### src/rtl/pwm_pkg.sv
package pwm_pkg;
  typedef struct packed {
    logic run;
    logic wrap;
    logic load;
    logic hitA;
    logic hitB;
    logic capture;
    logic aIsTop;
  } ctlStrobes_t;

  localparam logic [3:0] MODE_PERIOD_TOP = 4'd14;
  localparam logic [3:0] MODE_CMPA_TOP   = 4'd15;

  localparam logic [1:0] ADDR_MODE   = 2'd0;
  localparam logic [1:0] ADDR_PERIOD = 2'd1;
  localparam logic [1:0] ADDR_CMPA   = 2'd2;
  localparam logic [1:0] ADDR_CMPB   = 2'd3;

  localparam int FLAG_OVF = 0;
  localparam int FLAG_MA  = 1;
  localparam int FLAG_MB  = 2;
  localparam int FLAG_CAP = 3;
endpackage

### src/rtl/pwm_ctrl.sv
module pwm_ctrl
  import pwm_pkg::*;
#(
  parameter int W = 16
) (
  input  logic         clk,
  input  logic         rstN,
  input  logic         tickEn,
  input  logic         wrEn,
  input  logic [1:0]   wrAddr,
  input  logic [W-1:0] wrData,
  input  logic         capEvt,
  input  logic [W-1:0] cnt,
  input  logic [W-1:0] periodReg,
  input  logic [W-1:0] actA,
  input  logic [W-1:0] actB,
  output ctlStrobes_t  strobes
);
  logic [3:0]   modeReg;
  logic         pwmMode;
  logic [W-1:0] topVal;

  always_ff @(posedge clk or negedge rstN) begin
    if (!rstN) modeReg <= '0;
    else if (wrEn && wrAddr == ADDR_MODE) modeReg <= wrData[3:0];
  end

  always_comb begin
    pwmMode         = (modeReg == MODE_PERIOD_TOP) || (modeReg == MODE_CMPA_TOP);
    strobes.aIsTop  = (modeReg == MODE_CMPA_TOP);
    topVal          = strobes.aIsTop ? actA : periodReg;
    strobes.run     = tickEn && pwmMode;
    strobes.wrap    = strobes.run && (cnt == topVal);
    strobes.load    = strobes.wrap || !pwmMode;
    strobes.hitA    = strobes.run && (cnt == actA);
    strobes.hitB    = strobes.run && (cnt == actB);
    strobes.capture = capEvt && (modeReg != MODE_PERIOD_TOP);
  end


  wrap_to_zero_chk: assert property (@(posedge clk) disable iff (!rstN)
    strobes.wrap |=> (cnt == '0));


  mode_write_chk: assert property (@(posedge clk) disable iff (!rstN)
    (wrEn && wrAddr == ADDR_MODE) |=> (strobes.aIsTop == ($past(wrData[3:0]) == MODE_CMPA_TOP)));
endmodule

### src/rtl/pwm_datapath.sv
module pwm_datapath
  import pwm_pkg::*;
#(
  parameter int W = 16,
  parameter int NF = 4
) (
  input  logic          clk,
  input  logic          rstN,
  input  logic          wrEn,
  input  logic [1:0]    wrAddr,
  input  logic [W-1:0]  wrData,
  input  logic [NF-1:0] clrFlags,
  input  ctlStrobes_t   strobes,
  output logic [W-1:0]  cnt,
  output logic [W-1:0]  periodReg,
  output logic [W-1:0]  actA,
  output logic [W-1:0]  actB,
  output logic          pwmA,
  output logic          pwmB,
  output logic [NF-1:0] flags
);
  logic [W-1:0]  bufA, bufB;
  logic [NF-1:0] setVec;

  always_ff @(posedge clk or negedge rstN) begin
    if (!rstN) cnt <= '0;
    else if (strobes.run) cnt <= strobes.wrap ? '0 : cnt + 1'b1;
  end

  always_ff @(posedge clk or negedge rstN) begin
    if (!rstN) begin
      bufA <= '0;
      bufB <= '0;
    end else if (wrEn) begin
      if (wrAddr == ADDR_CMPA) bufA <= wrData;
      if (wrAddr == ADDR_CMPB) bufB <= wrData;
    end
  end

  always_ff @(posedge clk or negedge rstN) begin
    if (!rstN) begin
      actA <= '0;
      actB <= '0;
    end else if (strobes.load) begin
      actA <= bufA;
      actB <= bufB;
    end
  end

  always_ff @(posedge clk or negedge rstN) begin
    if (!rstN) periodReg <= '0;
    else if (wrEn && wrAddr == ADDR_PERIOD) periodReg <= wrData;
    else if (strobes.capture) periodReg <= cnt;
  end

  always_ff @(posedge clk or negedge rstN) begin
    if (!rstN) pwmB <= 1'b0;
    else if (strobes.wrap) pwmB <= 1'b1;
    else if (strobes.hitB) pwmB <= 1'b0;
  end

  always_ff @(posedge clk or negedge rstN) begin
    if (!rstN) pwmA <= 1'b0;
    else if (strobes.wrap) pwmA <= strobes.aIsTop ? ~pwmA : 1'b1;
    else if (strobes.hitA && !strobes.aIsTop) pwmA <= 1'b0;
  end

  always_comb begin
    setVec           = '0;
    setVec[FLAG_OVF] = strobes.wrap;
    setVec[FLAG_MA]  = strobes.hitA;
    setVec[FLAG_MB]  = strobes.hitB;
    setVec[FLAG_CAP] = strobes.capture;
  end

  for (genvar i = 0; i < NF; i++) begin : g_flag
    always_ff @(posedge clk or negedge rstN) begin
      if (!rstN) flags[i] <= 1'b0;
      else if (setVec[i]) flags[i] <= 1'b1;
      else if (clrFlags[i]) flags[i] <= 1'b0;
    end
  end


  cnt_hold_chk: assert property (@(posedge clk) disable iff (!rstN)
    !strobes.run |=> $stable(cnt));


  act_stable_chk: assert property (@(posedge clk) disable iff (!rstN)
    !strobes.load |=> ($stable(actA) && $stable(actB)));


  ovf_set_chk: assert property (@(posedge clk) disable iff (!rstN)
    strobes.wrap |=> flags[FLAG_OVF]);


  pwma_toggle_chk: assert property (@(posedge clk) disable iff (!rstN)
    (strobes.wrap && strobes.aIsTop) |=> (pwmA != $past(pwmA)));


  ovf_sticky_chk: assert property (@(posedge clk) disable iff (!rstN)
    (flags[FLAG_OVF] && !clrFlags[FLAG_OVF]) |=> flags[FLAG_OVF]);
endmodule

### src/rtl/fast_pwm_timer.sv
module fast_pwm_timer
  import pwm_pkg::*;
#(
  parameter int W = 16
) (
  input  logic         clk,
  input  logic         rstN,
  input  logic         tickEn,
  input  logic         wrEn,
  input  logic [1:0]   wrAddr,
  input  logic [W-1:0] wrData,
  input  logic         capEvt,
  input  logic [3:0]   clrFlags,
  output logic [W-1:0] count,
  output logic [W-1:0] periodVal,
  output logic         pwmA,
  output logic         pwmB,
  output logic [3:0]   flags
);
  ctlStrobes_t  strobes;
  logic [W-1:0] actA, actB;

  pwm_ctrl #(.W(W)) uCtrl (
    .clk(clk), .rstN(rstN), .tickEn(tickEn), .wrEn(wrEn), .wrAddr(wrAddr),
    .wrData(wrData), .capEvt(capEvt), .cnt(count), .periodReg(periodVal),
    .actA(actA), .actB(actB), .strobes(strobes)
  );

  pwm_datapath #(.W(W), .NF(4)) uData (
    .clk(clk), .rstN(rstN), .wrEn(wrEn), .wrAddr(wrAddr), .wrData(wrData),
    .clrFlags(clrFlags), .strobes(strobes), .cnt(count), .periodReg(periodVal),
    .actA(actA), .actB(actB), .pwmA(pwmA), .pwmB(pwmB), .flags(flags)
  );
endmodule

### config.mk
export PLATFORM = sky130hd
export DESIGN_NAME = fast_pwm_timer
export DESIGN_NICKNAME = d
export VERILOG_FILES = /design/src/rtl/pwm_pkg.sv /design/src/rtl/pwm_ctrl.sv /design/src/rtl/pwm_datapath.sv /design/src/rtl/fast_pwm_timer.sv
export SDC_FILE = /design/constraint.sdc
export NUM_CORES = 1
export LEC_CHECK = 0
export ABC_CLOCK_PERIOD_IN_PS = 3700
export BUFFER_PORTS_ARGS = -buffer_cell sky130_fd_sc_hd__buf_2
export CORE_ASPECT_RATIO = 0.75
export CORE_UTILIZATION = 45
export DETAILED_ROUTE_END_ITERATION = 12
export PLACE_DENSITY = 0.77
export SETUP_SLACK_MARGIN = 0.15
export SLEW_MARGIN = 10
export SYNTH_ARGS = -nofsm -noshare
export SYNTH_HDL_FRONTEND = slang
export SYNTH_HIERARCHICAL = 1
export SYNTH_SLANG_ARGS = --single-unit
### constraint.sdc
create_clock -name clk -period 3.7 [get_ports clk]
set_clock_uncertainty 0.15 [all_clocks]
set_input_delay 0.74 -clock clk [delete_from_list [all_inputs] [get_ports clk]]
set_output_delay 0.74 -clock clk [all_outputs]
set_load 0.005 [all_outputs]
==> results of run 1 <==
[per-layer routing]
| metal | GRT usage (%) | routed length [um] | part of all wire (%) | vias up |
|---|---|---|---|---|
| met5 | 0 | 0 | 0 | - |
| met4 | 6.02 | 159 | 1.3 | 0 |
| met3 | 5.42 | 666 | 5.5 | 16 |
| met2 | 33.5 | 5410 | 44 | 119 |
| met1 | 34.1 | 5960 | 49 | 1771 |
| li1 | - | - | - | 1631 |
[power groups by stage]
stage	Sequential (mW)	Clock (mW)	Combinational (mW)
floorplan	1.55	0	0.426
global placement	1.57	0	0.681
detailed placement	1.58	0	0.691
CTS	1.56	1.04	0.696
global route	1.60	1.09	0.759
finish	1.56	1.03	0.698
[worst max-delay path, delay by kind of cell, from the launching register on]
kind | cells | cell delay (ps)
AO/OA/AOI/OAI | 2 | 670
XOR/XNOR | 1 | 170
buffers and inverters | 1 | 240
flip-flops | 1 | 420
AND/OR/NAND/NOR | 5 | 1440
[final timing paths]
path	to	cells past startpoint	startpoint	slack [ps]
max in group asynchronous	uData/bufB[12]$_DFFE_PN0P_	2	rstN	2200
min in group asynchronous	uData/bufA[9]$_DFFE_PN0P_	1	rstN	400
worst max register to register	uData/cnt[14]$_DFFE_PN0P_	9	uData/actA[6]$_DFFE_PN0P_	490
worst min-delay path	uData/flags[3]$_DFFE_PN0P_	1	uData/flags[3]$_DFFE_PN0P_	330
worst max-delay path	uData/cnt[14]$_DFFE_PN0P_	9	uData/actA[6]$_DFFE_PN0P_	490
worst min register to register	uData/flags[3]$_DFFE_PN0P_	1	uData/flags[3]$_DFFE_PN0P_	330
[metrics by stage]
step	std cells	setup slack, ps	hold slack [ps]	utilization [%]	instance area [um2]
2_1_floorplan	410	469	294	-	4960
3_3_place_gp	617	499	308	52.8	5540
3_5_place_dp	617	400	315	52.8	5540
4_1_cts	633	501	329	55.9	5860
5_1_grt	633	354	344	55.9	5860
6_report	633	490	329	55.9	5860
[kinds of logic after synthesis]
group,share of synthesized area (%)
xor+xnor,7.59
compound gates,6.88
simple gates,9.23
mux,19.9
buf+inv,2.75
fa+ha+maj,0.252
flops,53.4
[placed cells by master (no fill, tap or decap), drive strengths merged, types with 2 or more instances in the layout]
cell,n
nand2b,4
bufinv,2
clkbuf,11
nor2b,2
nand3,7
nand2,10
a21oi,23
or4,2
nand4,7
a21o,4
mux2,68
xor2,31
a221oi,4
a31oi,3
mux2i,22
dfrtp,106
buf,85
nor3,5
nor2,25
o21ai,10
nor4,9
inv,15
o22ai,2
xnor2,12
or3,5
a31o,2
clkinv,4
nand3b,3
[cell type report]
class                           count  share of cell area [%]
Timing Repair Buffer               85                    8.20
Tap cell                          136                    2.90
Inverter                           17                    1.09
Clock buffer                       11                    4.14
Clock inverter                      5                    1.32
Multi-Input combinational cell    273                    37.1
Sequential cell                   106                    45.3
[flip-flops by register name, indices dropped and copies added, names as in the netlist]
register / flops
uData/actA: 16
uData/actB: 16
uData/bufA: 16
uData/bufB: 16
uData/cnt: 16
uData/periodReg: 16
uCtrl/modeReg: 4
uData/flags: 4
uData/pwmA: 1
uData/pwmB: 1
==> metrics.txt, run 1 <==
Clock Latency Late Sink=340 ps; # diodes=0; CP startpoint kind=flip-flop; die width=about 120 um; syn nets=438; global route overflow=0; clock buffer count from CTS=9; Required @ worst endpoint=3780 ps; Cell Pwr Density=561 nW/um2; Power, Total=3.29 mW; CTS Hold Bufs=0; Crit. End Element=flip-flop; num rows=32; Final Wtd Congestion=0.924; Setup TNS=0 ps; CP max stage cell=or4_4; Tcrit/Tclk final=86.7%; clock share of power=a little over 30%; EDFF count, synth=0; switching share of power=28.9%; Routed WL=12200 um; clock transition at the registers of the reported paths=70 ps; status=complete, no violations; Logic pwr share=21.2%; sequential share of power=47.6%; critical-path cell list=xor2_1, nor4_1, nand4_1, or4_4, a2111oi_2, buf_4, and2_2, nor2_1, a31o_2; detailed-router iteration count before antenna repair=5; maximum clock rate=312 MHz; post-synthesis sequential area ratio=53.4%; final hold violations=0; Synth Flop Type=dfrtp_1; Max-slew headroom=32.2%; DP HPWL=8900 um; # nets final=520; worst slew pin tran=about 1000 ps; fin crit period=3210 ps; Vias=3537; chip height=93.0 um; number of vias per cell=5.59; Clock Path Buffers=2; synthesized area per cell=12.1 um2; I/O Pins=between 60 and 70; DR DRC count=0; WP data arrival=~3300 ps; port buffer count=64; # Post-CTS Setup Buffers=0; routed length per instance=19.3 um; Cell Int Power=2.34 mW; Async SR Flop Fraction=100%; Switching Power=0.949 mW; htree depth=3; Syn Inst Count=410; first-pass GRT wire length=approximately 19000 um; Unique masters post-synth=50; leak pwr=2.82 nW; crit-path max cell delay=540 ps; largest net degree at the start of global routing=80; crit-path max FO=12; vias in the first global route=3565; Synth top cells by count=dfrtp_1 (106), mux2_2 (68), xor2_1 (31); Yosys top cell by area=dfrtp_1; count leader, synth=dfrtp_1; Die Footprint=11500 um2; Sink Count=106; area of the core=10500 um2; HP Class=flip-flop to flip-flop; top post-synthesis cells by area=dfrtp_1 (53%), mux2_2 (15%), xor2_1 (5.5%), mux2i_1 (4.4%), a21oi_1 (2.3%); post-synthesis cell area=4960 um2; Crit Path Class=flip-flop to flip-flop; layout cells sized above 1=35.8%; 1st-iter DRT viols=237; CTS resizes=0; GRT Total Usage=23.0%; register area=2650 um2; max-cap violations=0; DRT antenna net count=0; layout overhead on the synthesized area=18.1%; final setup violation count=0; Slew Limit Fails=0; worst vdd ir=about 0.37 mV; #FFs+latches synth=around 110; Initial Util=47.3%; Filler Cell Count=889; initial antenna violation count=0; Syn. warnings=6; CTS tree=done; multi-input logic area=between 2000 and 2500 um2; RSZ-0062 raised after global routing=no; CTS root buf=clkbuf_16; area share of the largest cell type after synthesis=53.4%
Power figures use the tool's default switching activity.
==> run 2: changes to the inputs <==
ABC_CLOCK_PERIOD_IN_PS = 3600   (was 3700)
clock period = 3.6 ns   (was 3.7 ns; I/O delays follow)
==> metrics.txt, run 2 (synthesized netlist as in run 1, its figures left out) <==
DRT antenna net count=0; initial antenna violation count=0; Final Wtd Congestion=0.959; DR DRC count=0; Crit. End Element=flip-flop; cell count after placement=616; chip height=93.0 um; Max-slew headroom=31.2%; Cell Pwr Density=about 570 nW/um2; WHS=around 250 ps; num rows=32; clock transition at the registers of the reported paths=approximately 70 ps; first-pass GRT wire length=19500 um; DP HPWL=between 9000 and 10000 um; 1st-iter DRT viols=216; # diodes=0; CTS root buf=clkbuf_16; fin crit period=3200 ps; vias in the first global route=3561; port buffer count=64; number of vias per cell=around 5.5; CP startpoint kind=flip-flop; CP max stage cell=or4_4; WP data arrival=3280 ps; clock buffer count from CTS=9; status=complete, no violations; worst vdd ir=0.392 mV; HP Class=input pin to asynchronous set/reset pin; GRT Total Usage=around 23%; Crit Path Class=flip-flop to flip-flop; Vias=~3500; Setup TNS=0 ps; RSZ-0062 raised after global routing=no; most common cell after layout, fill and taps aside=dfrtp_1; Clock Latency Late Sink=340 ps; maximum clock rate=312 MHz; CTS tree=done; detailed-router iteration count before antenna repair=5; Slew Limit Fails=0; Sink Count=106; routed length per instance=19.5 um; Initial Util=47.3%; worst slew pin tran=1030 ps; layout cells sized above 1=35.5%; most frequent cells in the layout=dfrtp_1 (106), mux2_2 (68), buf_2 (63); Core Util, Final=a little under three fifths; # nets final=519; leak pwr=2.81 nW; CTS Hold Bufs=0; Routed WL=12400 um; crit-path max FO=18; Required @ worst endpoint=3680 ps; largest net degree at the start of global routing=59; Filler Cell Count=903; crit-path max cell delay=between 500 and 600 ps; final hold violations=0; fin area=~6000 um2; I/O Pins=65; critical path buffer and inverter count=1; die width=approximately 120 um; Top Family by Delay on Critical Path=simple AND/OR/NAND/NOR gates; max-cap violations=0; layout overhead on the synthesized area=17.9%; Die Footprint=11500 um2; Finished Layout Cells=632; reg2reg setup slack=400 ps; area of the core=roughly 10000 um2; placed instance area=around 5500 um2; Tcrit/Tclk final=89.0%; htree depth=3; Clock Path Buffers=2; global route overflow=0; critical-path cell list=xor2_1, nor4_2, nand4_1, or4_4, a2111oi_2, or2_1, buf_4, mux2_2; final setup violation count=0
run 2: worst register-to-register path, stage by stage (launching register included):
cell	delay [ps]
dfrtp_1	420
xor2_1	190
nor4_2	320
nand4_1	170
or4_4	540
a2111oi_2	440
or2_1	190
buf_4	270
mux2_2	380
run 2: layout make-up:
cell class	count	area (um2)	share of cell area, %
clock buffers	14	264	4.51
flip-flops and latches	106	2650	45.3
multi-input cells	273	2180	37.3
clock inverters	2	35.0	0.599
well taps	136	170	2.91
repair buffers	84	485	8.30
inverters	17	63.8	1.09
run 2: what timing repair did:
action	CTS	global route
setup endpoints to repair	0	2
setup buffers	0	0
resized for setup	0	1
endpoints found under the hold margin	0	0
run 2: where the power goes:
group          switching (mW)  internal (mW)
Combinational           0.359          0.366
Clock                   0.409          0.577
Sequential              0.193           1.41
Total                   0.961           2.36
run 2: path summary, 6_finish.rpt:
path / to / start / depth (start not counted)
min: uData/periodReg[9]$_DFFE_PN0P_ / rstN / 1
max: uData/actA[12]$_DFFE_PN0P_ / uData/actA[6]$_DFFE_PN0P_ / 8
max in group asynchronous: uData/bufB[6]$_DFFE_PN0P_ / rstN / 2
min reg2reg: uData/flags[1]$_DFFE_PN0P_ / uData/flags[1]$_DFFE_PN0P_ / 1
max reg2reg: uData/actA[12]$_DFFE_PN0P_ / uData/actA[6]$_DFFE_PN0P_ / 8
min in group clk: uData/flags[1]$_DFFE_PN0P_ / uData/flags[1]$_DFFE_PN0P_ / 1
run 2: per-layer routing:
metal | vias to the layer above | part of all wire, % | track usage [%]
met4 | 0 | 0.60 | 5.02
met3 | 7 | 5.7 | 5.30
met2 | 113 | 45 | 34.9
met1 | 1770 | 48 | 34.1
li1 | 1615 | - | -
met5 | - | 0 | 0
run 2: metrics by stage:
stage	power (mW)	worst slack [ps]
after floorplan	2.03	389
after global placement	2.32	394
after detailed placement	2.34	296
after CTS	3.33	296
after global routing	3.47	267
final	3.32	396
